## src/rtl/wsp_pkg.sv

```systemverilog
// Shared types for the write-status polling responder.
package wsp_pkg;
    // Operation kinds; the encoding matches the op_kind input.
    typedef enum logic [1:0] {
        OP_PROG  = 2'd0,
        OP_SECT  = 2'd1,
        OP_BLOCK = 2'd2,
        OP_CHIP  = 2'd3
    } op_kind_e;
endpackage

```

## src/rtl/wsp_busy_timer.sv

```systemverilog
// Busy timer: on launch, loads the duration of the given operation kind and
// holds busy high for exactly that many cycles. done marks the final busy cycle.
// Assumes launch is only raised while not busy, and every duration is >= 1.
module wsp_busy_timer
    import wsp_pkg::*;
#(
    parameter int PROG_CYC  = 6,
    parameter int SECT_CYC  = 10,
    parameter int BLOCK_CYC = 12,
    parameter int CHIP_CYC  = 16
) (
    input  logic     clk,
    input  logic     rst_n,
    input  logic     launch,
    input  op_kind_e kind,
    output logic     busy,
    output logic     done
);
    localparam int MAX_A   = (PROG_CYC > SECT_CYC) ? PROG_CYC : SECT_CYC;
    localparam int MAX_B   = (BLOCK_CYC > CHIP_CYC) ? BLOCK_CYC : CHIP_CYC;
    localparam int MAX_CYC = (MAX_A > MAX_B) ? MAX_A : MAX_B;
    localparam int CNT_W   = (MAX_CYC > 1) ? $clog2(MAX_CYC) : 1;

    logic [CNT_W-1:0] remain;

    // Cycles left minus one, for the chosen operation kind.
    function automatic logic [CNT_W-1:0] load_of(op_kind_e k);
        case (k)
            OP_PROG:  return CNT_W'(PROG_CYC - 1);
            OP_SECT:  return CNT_W'(SECT_CYC - 1);
            OP_BLOCK: return CNT_W'(BLOCK_CYC - 1);
            default:  return CNT_W'(CHIP_CYC - 1);
        endcase
    endfunction

    // Load on launch, count down while busy, drop busy after the last cycle.
    always_ff @(posedge clk) begin
        if (!rst_n) begin
            busy   <= 1'b0;
            remain <= '0;
        end else if (launch) begin
            busy   <= 1'b1;
            remain <= load_of(kind);
        end else if (busy) begin
            if (remain == '0) busy <= 1'b0;
            else              remain <= remain - 1'b1;
        end
    end

    // Final cycle of the busy period.
    always_comb done = busy && (remain == '0);

    // a busy period runs its count down one step per cycle, undisturbed.
    p_count_down_r6: assert property (@(posedge clk) disable iff (!rst_n)
        (busy && remain != '0) |=> (busy && remain == $past(remain) - 1'b1));

    // busy ends on the cycle after done.
    p_busy_ends_r6: assert property (@(posedge clk) disable iff (!rst_n)
        done |=> !busy);
endmodule

```

## src/rtl/wsp_toggle_bit.sv

```systemverilog
// Toggle-bit state: cleared when an operation launches, and inverted by each
// read strobe while busy. Frozen at all other times.
// Assumes launch never coincides with busy.
module wsp_toggle_bit (
    input  logic clk,
    input  logic rst_n,
    input  logic launch,
    input  logic busy,
    input  logic rd_strobe,
    output logic tog
);
    // Clear at launch, flip per read while busy.
    always_ff @(posedge clk) begin
        if (!rst_n)                 tog <= 1'b0;
        else if (launch)            tog <= 1'b0;
        else if (busy && rd_strobe) tog <= ~tog;
    end

    // every busy read inverts the flag seen by the next read.
    p_flip_on_read_r4: assert property (@(posedge clk) disable iff (!rst_n)
        (busy && rd_strobe) |=> (tog != $past(tog)));

    // once idle, the flag holds until the next launch.
    p_frozen_idle_r9: assert property (@(posedge clk) disable iff (!rst_n)
        (!busy && !launch) |=> $stable(tog));
endmodule

```

## src/rtl/wsp_settle_window.sv

```systemverilog
// Settling window: opens when the busy timer signals done and stays open for
// SETTLE_CYC cycles. A new launch closes it early. SETTLE_CYC = 0 removes it.
// Assumes done and launch never coincide.
module wsp_settle_window #(
    parameter int SETTLE_CYC = 3
) (
    input  logic clk,
    input  logic rst_n,
    input  logic done,
    input  logic launch,
    output logic active
);
    generate
        if (SETTLE_CYC == 0) begin : g_none
            assign active = 1'b0;
        end else begin : g_win
            localparam int SW = (SETTLE_CYC > 1) ? $clog2(SETTLE_CYC) : 1;
            logic [SW-1:0] left;
            logic          open_q;

            // Open on done, count the window down, close on launch.
            always_ff @(posedge clk) begin
                if (!rst_n) begin
                    open_q <= 1'b0;
                    left   <= '0;
                end else if (launch) begin
                    open_q <= 1'b0;
                end else if (done) begin
                    open_q <= 1'b1;
                    left   <= SW'(SETTLE_CYC - 1);
                end else if (open_q) begin
                    if (left == '0) open_q <= 1'b0;
                    else            left   <= left - 1'b1;
                end
            end

            assign active = open_q;

            // the window follows the end of every busy period.
            p_window_opens_r7: assert property (@(posedge clk) disable iff (!rst_n)
                done |=> open_q);

            // a new operation closes any open window.
            p_window_closes_r7: assert property (@(posedge clk) disable iff (!rst_n)
                launch |=> !open_q);
        end
    endgenerate
endmodule

```

## src/rtl/wsp_status_responder.sv

```systemverilog
// Write-status polling responder. It overrides read data with a completion
// flag (bit 7) and a toggle flag (bit 6) while an internal program or erase
// is busy, then through a settling window. After that it passes array data.
// Assumes op_start is a one-cycle pulse. Starts that arrive while busy are dropped.
module wsp_status_responder
    import wsp_pkg::*;
#(
    parameter int DATA_W     = 16,
    parameter int PROG_CYC   = 6,
    parameter int SECT_CYC   = 10,
    parameter int BLOCK_CYC  = 12,
    parameter int CHIP_CYC   = 16,
    parameter int SETTLE_CYC = 3
) (
    input  logic              clk,
    input  logic              rst_n,
    input  logic              op_start,
    input  logic [1:0]        op_kind,
    input  logic [DATA_W-1:0] prog_word,
    input  logic              rd_strobe,
    input  logic [DATA_W-1:0] array_rdata,
    output logic [DATA_W-1:0] rd_data
);
    localparam int POLL_BIT = 7;
    localparam int TOG_BIT  = 6;

    logic busy, done, settling, tog, launch;
    logic is_prog, word_b7;

    // Accept a start only when no operation is running.
    always_comb launch = op_start && !busy;

    wsp_busy_timer #(
        .PROG_CYC (PROG_CYC),
        .SECT_CYC (SECT_CYC),
        .BLOCK_CYC(BLOCK_CYC),
        .CHIP_CYC (CHIP_CYC)
    ) u_timer (
        .clk   (clk),
        .rst_n (rst_n),
        .launch(launch),
        .kind  (op_kind_e'(op_kind)),
        .busy  (busy),
        .done  (done)
    );

    wsp_toggle_bit u_toggle (
        .clk      (clk),
        .rst_n    (rst_n),
        .launch   (launch),
        .busy     (busy),
        .rd_strobe(rd_strobe),
        .tog      (tog)
    );

    wsp_settle_window #(.SETTLE_CYC(SETTLE_CYC)) u_settle (
        .clk   (clk),
        .rst_n (rst_n),
        .done  (done),
        .launch(launch),
        .active(settling)
    );

    // Capture the operation class and the programmed bit 7 at launch.
    always_ff @(posedge clk) begin
        if (!rst_n) begin
            is_prog <= 1'b0;
            word_b7 <= 1'b0;
        end else if (launch) begin
            is_prog <= (op_kind_e'(op_kind) == OP_PROG);
            word_b7 <= prog_word[POLL_BIT];
        end
    end

    // Select status or array data for the host.
    always_comb begin
        logic true_b7;
        true_b7 = is_prog ? word_b7 : 1'b1;
        if (busy || settling) begin
            rd_data           = '0;
            rd_data[POLL_BIT] = busy ? (is_prog ? ~word_b7 : 1'b0) : true_b7;
            rd_data[TOG_BIT]  = tog;
        end else begin
            rd_data = array_rdata;
        end
    end

    // the first read after a program start shows the inverted bit 7.
    p_prog_poll_r2: assert property (@(posedge clk) disable iff (!rst_n)
        (launch && op_kind == 2'd0) |=> (rd_data[POLL_BIT] == ~$past(prog_word[POLL_BIT])));

    // the first read after an erase start shows 0 on bit 7.
    p_erase_poll_r3: assert property (@(posedge clk) disable iff (!rst_n)
        (launch && op_kind != 2'd0) |=> (rd_data[POLL_BIT] == 1'b0));

    // bit 6 starts at 0 for every new operation.
    p_tog_start_r4: assert property (@(posedge clk) disable iff (!rst_n)
        launch |=> (rd_data[TOG_BIT] == 1'b0));

    // non-flag bits are quiet during status reporting.
    p_quiet_bits_r5: assert property (@(posedge clk) disable iff (!rst_n)
        (busy || settling) |-> ((rd_data & ~(DATA_W'(1) << POLL_BIT) & ~(DATA_W'(1) << TOG_BIT)) == '0));
endmodule

```

## config.mk

```make
export PLATFORM = sky130hd
export DESIGN_NAME = wsp_status_responder
export DESIGN_NICKNAME = d
export VERILOG_FILES = /design/src/rtl/wsp_pkg.sv /design/src/rtl/wsp_busy_timer.sv /design/src/rtl/wsp_toggle_bit.sv /design/src/rtl/wsp_settle_window.sv /design/src/rtl/wsp_status_responder.sv
export SDC_FILE = /design/constraint.sdc
export NUM_CORES = 1
export LEC_CHECK = 0
export ABC_AREA = 1
export BUFFER_PORTS_ARGS = -buffer_cell sky130_fd_sc_hd__buf_2
export CORE_UTILIZATION = 40
export CTS_BUF_LIST = sky130_fd_sc_hd__clkbuf_16
export DETAILED_ROUTE_END_ITERATION = 6
export PLACE_DENSITY = 0.9
export SYNTH_ARGS = -nofsm -noshare
export SYNTH_HDL_FRONTEND = slang
export SYNTH_SLANG_ARGS = --single-unit
```

## constraint.sdc

```tcl
create_clock -name clk -period 1.5 [get_ports clk]
set_input_delay 0.15 -clock clk [delete_from_list [all_inputs] [get_ports clk]]
set_output_delay 0.15 -clock clk [all_outputs]
set_load 0.1 [all_outputs]
```

==> run_results.csv, run 1 <==
group,metric,value,unit
status,status,"finished, final reports clean",
timing,setup_viol,0,
power,p_comb_share,52.2,%
die,initial_utilization,44.00,%
global_route,grt_use_total,24.58,%
finish,drive_gt1_share,40.24,%
finish,final_cell_mix,"inv_1 (31), buf_2 (22), nand2_1 (19)",
placement,dpl-instance-area,1360,um2
logic_synthesis,ys_ff_latch,11,
power,seqPwrFrac,20.1,%
logic_synthesis,netlist_instances,126,
die,rows,15,
logic_synthesis,synthDominantCellAreaShare,28.07,%
worst_setup_path,critical_path_arrival,1.29,ns
finish,fin_nets,215,
worst_setup_path,ff2ff_path_depth,8,
global_route,grt_pass1_wl,3636,um
timing,tns,0,ns
timing,period_share,95.73,%
worst_setup_path,cp-endpoint,"rd_data[7]",
drt,ant_nets,0,
timing,fin_crit,1.436,ns
worst_setup_path,critPathMaxFanout,6,
die,core_area,1783,um2
logic_synthesis,synth_cell_types,20,
placement,dp_slack,0.1492,ns
worst_setup_path,endpoint_kind,"output port",
power,switching_share,43.60,%
power,power.leakage,0.7262,nW
logic_synthesis,netlist_area,784.5,um2
drt,num_vias,937,
power,p_sw,0.0007669,W
clock_tree,cts_buffers,3,
timing,max-slew-margin-rel,75.22,%
die,die_area,2142,um2
finish,synthToLayoutAreaGrowth,87.88,%
clock_tree,cts_tree,"yes",
worst_setup_path,required,1.35,ns
logic_synthesis,yosysWarnings,0,
worst_setup_path,crit_type,"flip-flop to output port",
drt,avgRoutedWirePerCell,11.96,um
drt,drt_iter0_markers,22,
logic_synthesis,synthTopCellsByArea,"dfxtp_1 (28%), inv_1 (15%), nor2_1 (12%)",
placement,gp_congestion,0.8062,
placement,dp_hpwl,1801,um
clock_tree,hold_buffers,0,
worst_setup_path,startpoint,"u_timer.busy",
timing,report.final.slew_viol_count,0,
clock_tree,cts_htree_levels,1,
power,powerDensity,1193,nW/um2
die,die_width,46.29,um
power,clockPowerShare,27.7,%
logic_synthesis,synth_top_area_cell,"dfxtp_1",
drt,drt_first_pass_iters,5,
job,maxCapViolCount,0,
timing,fmax,696.4,MHz
finish,postLayoutCoreUtil,82.67,%
global_route,grt_max_degree,15,
timing,hold_viol,0,
clock_tree,clk_path_buf_depth,2,
worst_setup_path,start_kind,"flip-flop",
placement,io_buffers,38,
clock_tree,cts_sinks,11,
worst_setup_path,regToRegEndpoint,"u_timer.remain[1]",
finish,n_antenna_cell,0,
worst_setup_path,worstReg2RegStart,"u_timer.remain[0]",
finish,final_common_cell,"inv_1",
logic_synthesis,syn_avg_cell_area,6.226,um2
clock_tree,clockRootBuffer,"clkbuf_16",
drt,via_per_inst,4.830,
power,max-vdd-ir-drop,0.9668,mV
clock_tree,clk_latency,0.24,ns
global_route,grt-ovfl-total,0,
logic_synthesis,ys_seq_area_share,28.07,%
drt,drc,0,
timing,setup_ws,0.06409,ns
finish,stdcell_area,1474,um2
global_route,antenna_found_initial,0,
power,p_int,0.0009921,W
logic_synthesis,syn-num-nets,171,
drt,wirelength,2321,um
timing,worst_pin_slew,0.3717,ns
worst_setup_path,rrSetupSlack,0.11,ns
die,ios,54,
global_route,first_global_vias,893,
clock_tree,clk_pin_slew_worst_paths,0.04,ns
die,die_h,46.29,um
min_path,hp-class,"input port to flip-flop",
timing,fin_skew,0.001541,ns
-- worst max-delay path: stages (launching register included) --
cell,delay (ns)
dfxtp_4,0.37
nor2_4,0.14
buf_4,0.13
nand2_1,0.04
o211ai_1,0.11
clkbuf_16,0.25
-- power by group through the flow --
stage / Combinational (W) / Clock [W] / Sequential (W)
2_1_floorplan: 0.000611 / 0 / 0.000348
3_3_place_gp: 0.000873 / 0 / 0.000352
3_5_place_dp: 0.000895 / 0 / 0.000355
4_1_cts: 0.000902 / 0.000494 / 0.000351
5_1_grt: 0.000969 / 0.000510 / 0.000357
6_report: 0.000917 / 0.000488 / 0.000354
-- cells in the mapped netlist --
| cell type | n |
|---|---|
| o21ai_0 | 5 |
| o21ai_2 | 1 |
| dfxtp_1 | 11 |
| o21a_1 | 1 |
| inv_2 | 1 |
| nor2_2 | 2 |
| nand2_2 | 1 |
| nand4_1 | 2 |
| nor4_1 | 1 |
| ha_1 | 7 |
| nand2_1 | 19 |
| nor2_1 | 25 |
| clkinv_1 | 1 |
| o211ai_1 | 1 |
| nand3_1 | 7 |
| buf_2 | 1 |
| inv_1 | 31 |
| nand2_4 | 2 |
| a21oi_2 | 1 |
| a21oi_1 | 6 |
-- how the worst min path moves through the flow --
stage	startpoint	depth (start not counted)	slack, ns	endpoint
5_1_grt	rst_n	3	0.21	u_settle.g_win.left[0]
2_1_floorplan	rst_n	2	0.27	u_settle.g_win.left[0]
3_5_place_dp	rst_n	3	0.44	u_settle.g_win.left[0]
3_3_place_gp	rst_n	3	0.43	u_settle.g_win.left[0]
6_report	rst_n	3	0.19	u_settle.g_win.left[0]
4_1_cts	rst_n	3	0.19	u_settle.g_win.left[0]
-- state kept, by name (all words and copies together) (netlist names) --
signal               flops
u_timer.remain           4
u_settle.g_win.left      2
is_prog                  1
u_settle.active          1
u_timer.busy             1
u_toggle.tog             1
word_b7                  1
-- what timing repair did --
action / 4_1_cts / 5_1_grt
gates resized for setup: 2 / 2
setup buffers: 0 / 1
pin swaps: 0 / 2
endpoints found under the hold margin: 0 / 0
endpoints found under the setup margin: 14 / 1
-- layer usage --
metal / wire, um / track usage, % / share of wire (%)
met1: 809 / 23.46 / 35
met2: 1262 / 46.76 / 54
met3: 165 / 5.490 / 7.1
met4: 83 / 14.71 / 3.6
met5: 0 / 0 / 0
-- stage by stage --
stage / power (W) / hold slack (ns) / std cells
2_1_floorplan: 0.0009591 / 0.2707 / 126
3_3_place_gp: 0.001225 / 0.4328 / 189
3_5_place_dp: 0.001250 / 0.4392 / 189
4_1_cts: 0.001747 / 0.1851 / 193
5_1_grt: 0.001837 / 0.2073 / 194
6_report: 0.001759 / 0.1869 / 194
-- logic make-up (layout without fill, tap and decap cells) --
family	Yosys count	in the layout	synth area share [%]
AOI/OAI and AO/OA	15	15	11.17
adders and majority gates	7	7	11.16
buffers and inverters	34	77	16.43
DFF	11	11	28.07
and+or+nand+nor	59	59	33.17
-- layout make-up --
type                       count  area [um2]
sequential                    11       224.0
timing repair buffer          40       462.9
clock buffer                   3       75.07
fill                         104       309.0
tap                           25       31.28
inverter                      33       128.9
clock inverter                 1       3.754
multi-input combinational     81       548.0
(Power assumes the default switching activity.)
==> inputs of run 2 (changes only) <==
--- a/config.mk
+++ b/config.mk
@@ -7,10 +7,12 @@
 export LEC_CHECK = 0
 export ABC_AREA = 1
 export BUFFER_PORTS_ARGS = -buffer_cell sky130_fd_sc_hd__buf_2
-export CORE_UTILIZATION = 40
+export CAP_MARGIN = 10
+export CORE_UTILIZATION = 41
 export CTS_BUF_LIST = sky130_fd_sc_hd__clkbuf_16
 export DETAILED_ROUTE_END_ITERATION = 6
 export PLACE_DENSITY = 0.9
 export SYNTH_ARGS = -nofsm -noshare
 export SYNTH_HDL_FRONTEND = slang
+export SYNTH_HIERARCHICAL = 1
 export SYNTH_SLANG_ARGS = --single-unit
==> run 2 against run 1 <==
  * Synthesized area is 4.5% higher
  * Register-to-register slack better by 0.03 ns
  * First-iteration DRC count is 18% higher
  * Sequential power is 29% higher
  * Synthesized cell count is 11% higher
  * Fmax is 0.49% higher
  * Power is 73% higher
  * Largest power group unchanged
==> run_results.csv, run 2 <==
group,metric,value,unit
power,max-vdd-ir-drop,1.263,mV
logic_synthesis,yosysWarnings,6,
die,rows,15,
die,die_width,46.71,um
drt,ant_nets,0,
logic_synthesis,syn_avg_cell_area,5.854,um2
finish,top_register,"u_timer/remain",
worst_setup_path,critPathBufInv,3,
min_path,hp-class,"input port to flip-flop",
timing,hold_viol,0,
drt,drc,0,
clock_tree,clk_path_buf_depth,2,
power,power.leakage,0.8044,nW
global_route,grt-ovfl-total,0,
timing,max-slew-margin-rel,84.51,%
drt,avgRoutedWirePerCell,11.64,um
placement,io_buffers,38,
worst_setup_path,worst-path-stages,5,
placement,gp_congestion,0.8099,
worst_setup_path,rrSetupSlack,0.14,ns
logic_synthesis,synth_top_area_cell,"dfxtp_1",
worst_setup_path,worstReg2RegStart,"u_timer/remain[0]",
clock_tree,cts_sinks,11,
finish,postLayoutCoreUtil,82.01,%
worst_setup_path,critical_path_arrival,1.28,ns
worst_setup_path,start_kind,"flip-flop",
logic_synthesis,netlist_area,819.5,um2
worst_setup_path,crit_chain,"nor2_4 > inv_2 > buf_4 > nor2_4 > buf_12",
timing,setup_viol,0,
die,die_h,46.71,um
timing,fin_skew,0.001861,ns
clock_tree,cts_htree_levels,1,
finish,fin_nets,230,
logic_synthesis,synth_most_common_cell,"inv_1",
timing,report.final.slew_viol_count,0,
worst_setup_path,crit_family,"buffers and inverters",
die,die_area,2182,um2
worst_setup_path,cpMostUsedCell,"nor2_4",
timing,fin_crit,1.429,ns
drt,drt_first_pass_iters,4,
global_route,grt_pass1_wl,3898,um
logic_synthesis,synth_commonest_cells,"inv_1 (36), nand2_1 (31), nor2_1 (26)",
logic_synthesis,synth_cell_types,18,
finish,stdcell_area,1478,um2
drt,via_per_inst,4.773,
timing,period_share,95.26,%
finish,final_cell_mix,"inv_1 (36), nand2_1 (31), buf_2 (22)",
clock_tree,clockRootBuffer,"clkbuf_16",
worst_setup_path,ff2ff_path_depth,9,
worst_setup_path,regToRegEndpoint,"u_settle/g_win.left[0]",
die,ios,54,
worst_setup_path,endpoint_kind,"output port",
min_path,whs_path_depth,3,
drt,wirelength,2457,um
finish,largest_register_ffs,4,
logic_synthesis,syn-num-nets,183,
logic_synthesis,ys_seq_area_share,26.87,%
finish,final_common_cell,"inv_1",
clock_tree,clk_latency,0.24,ns
timing,fmax,699.9,MHz
job,maxCapViolCount,0,
worst_setup_path,critPathMaxStageDelay,0.36,ns
worst_setup_path,required,1.35,ns
drt,drt_iter0_markers,26,
finish,synthToLayoutAreaGrowth,80.31,%
worst_setup_path,critPathMaxFanout,8,
global_route,grt_max_degree,11,
timing,worst_pin_slew,0.2316,ns
logic_synthesis,synthTopCellsByArea,"dfxtp_1 (27%), inv_1 (16%), nand2_1 (14%)",
status,status,"finished, final reports clean",
placement,dp_hpwl,1962,um
worst_setup_path,cp-endpoint,"rd_data[4]",
power,powerDensity,2054,nW/um2
clock_tree,cts_buffers,3,
placement,dpl-instance-area,1363,um2
finish,drive_gt1_share,37.63,%
logic_synthesis,synthDominantCellAreaShare,26.87,%
global_route,first_global_vias,1019,
logic_synthesis,async_reset_ff_share,0,%
global_route,antenna_found_initial,0,
die,initial_utilization,45.49,%
global_route,grt_use_total,25.24,%
die,core_area,1802,um2
finish,top_regs,"u_timer/remain: 4 flops, u_settle/g_win.left: 2 flops",
logic_synthesis,synth_edf_count,0,
drt,num_vias,1007,
worst_setup_path,crit_type,"flip-flop to output port",
logic_synthesis,netlist_instances,140,
finish,n_antenna_cell,0,
logic_synthesis,ys.flop_type,"dfxtp_1",
clock_tree,hold_buffers,0,
worst_setup_path,startpoint,"u_timer/busy",
clock_tree,cts_tree,"yes",
timing,rsz0062_at_grt,"no",
worst_setup_path,slowest_stage,"dfxtp_2",
logic_synthesis,ys_ff_latch,11,
clock_tree,clk_pin_slew_worst_paths,0.04,ns
## run 2: worst min path at each step
| stage | from | to | slack, ns |
|---|---|---|---|
| 2_1_floorplan | rst_n | u_settle/active | 0.26 |
| 3_3_place_gp | rd_strobe | u_toggle/tog | 0.41 |
| 3_5_place_dp | rd_strobe | u_toggle/tog | 0.43 |
| 4_1_cts | rd_strobe | u_toggle/tog | 0.18 |
| 5_1_grt | rd_strobe | u_toggle/tog | 0.20 |
| 6_report | rd_strobe | u_toggle/tog | 0.18 |
## run 2: layer usage
layer  wire, um  part of all wire (%)  track usage (%)  vias to the layer above
met4         54                   2.2            11.43                        0
met3        194                   7.9            4.314                        8
met2       1276                    52            52.78                       55
met1        931                    38            22.54                      443
met5          0                     0                0                        -
li1           -                     -                -                      501
## run 2: repair_timing
action	in CTS	in global routing
endpoints found under the setup margin	9	11
pin swaps	1	0
resized for setup	1	4
hold endpoints to repair	0	0
buffers inserted	1	1
## run 2: cell type report
type / instances / area [um2]
Timing Repair Buffer: 43 / 471.7
Sequential cell: 11 / 221.5
Inverter: 39 / 146.4
Clock buffer: 3 / 75.07
Clock inverter: 1 / 5.005
Tap cell: 25 / 31.28
Multi-Input combinational cell: 89 / 526.8
Fill cell: 116 / 324.1
## run 2: metrics by stage
stage	setup WS, ns	hold slack (ns)	setup TNS (ns)	cells	power [W]
floorplan	-0.4576	0.2622	-1.996	140	0.001825
global placement	0.1471	0.4099	0	205	0.002385
detailed placement	0.09476	0.4259	0	205	0.002475
CTS	0.006858	0.1797	0	210	0.002988
global route	0.008710	0.1979	0	211	0.003187
finish	0.07113	0.1813	0	211	0.003035
## run 2: kinds of logic after synthesis
group / share of synthesized area (%)
AO/OA/AOI/OAI: 5.801
adder cells (fa/ha/maj): 7.634
buffers and inverters: 19.24
flip-flops: 26.87
AND/OR/NAND/NOR: 40.46
## run 2: power by group
part           internal (W)  switching [W]  total (W)
clock network      0.000352       0.000129   0.000481
logic              0.000714        0.00138    0.00210
registers          0.000377      0.0000813   0.000458
total               0.00144        0.00159    0.00303
## run 2: tightest hold or removal path, cell delays in order
cell,delay [ns]
buf_2,0.09
a21oi_1,0.05
nor2_1,0.09
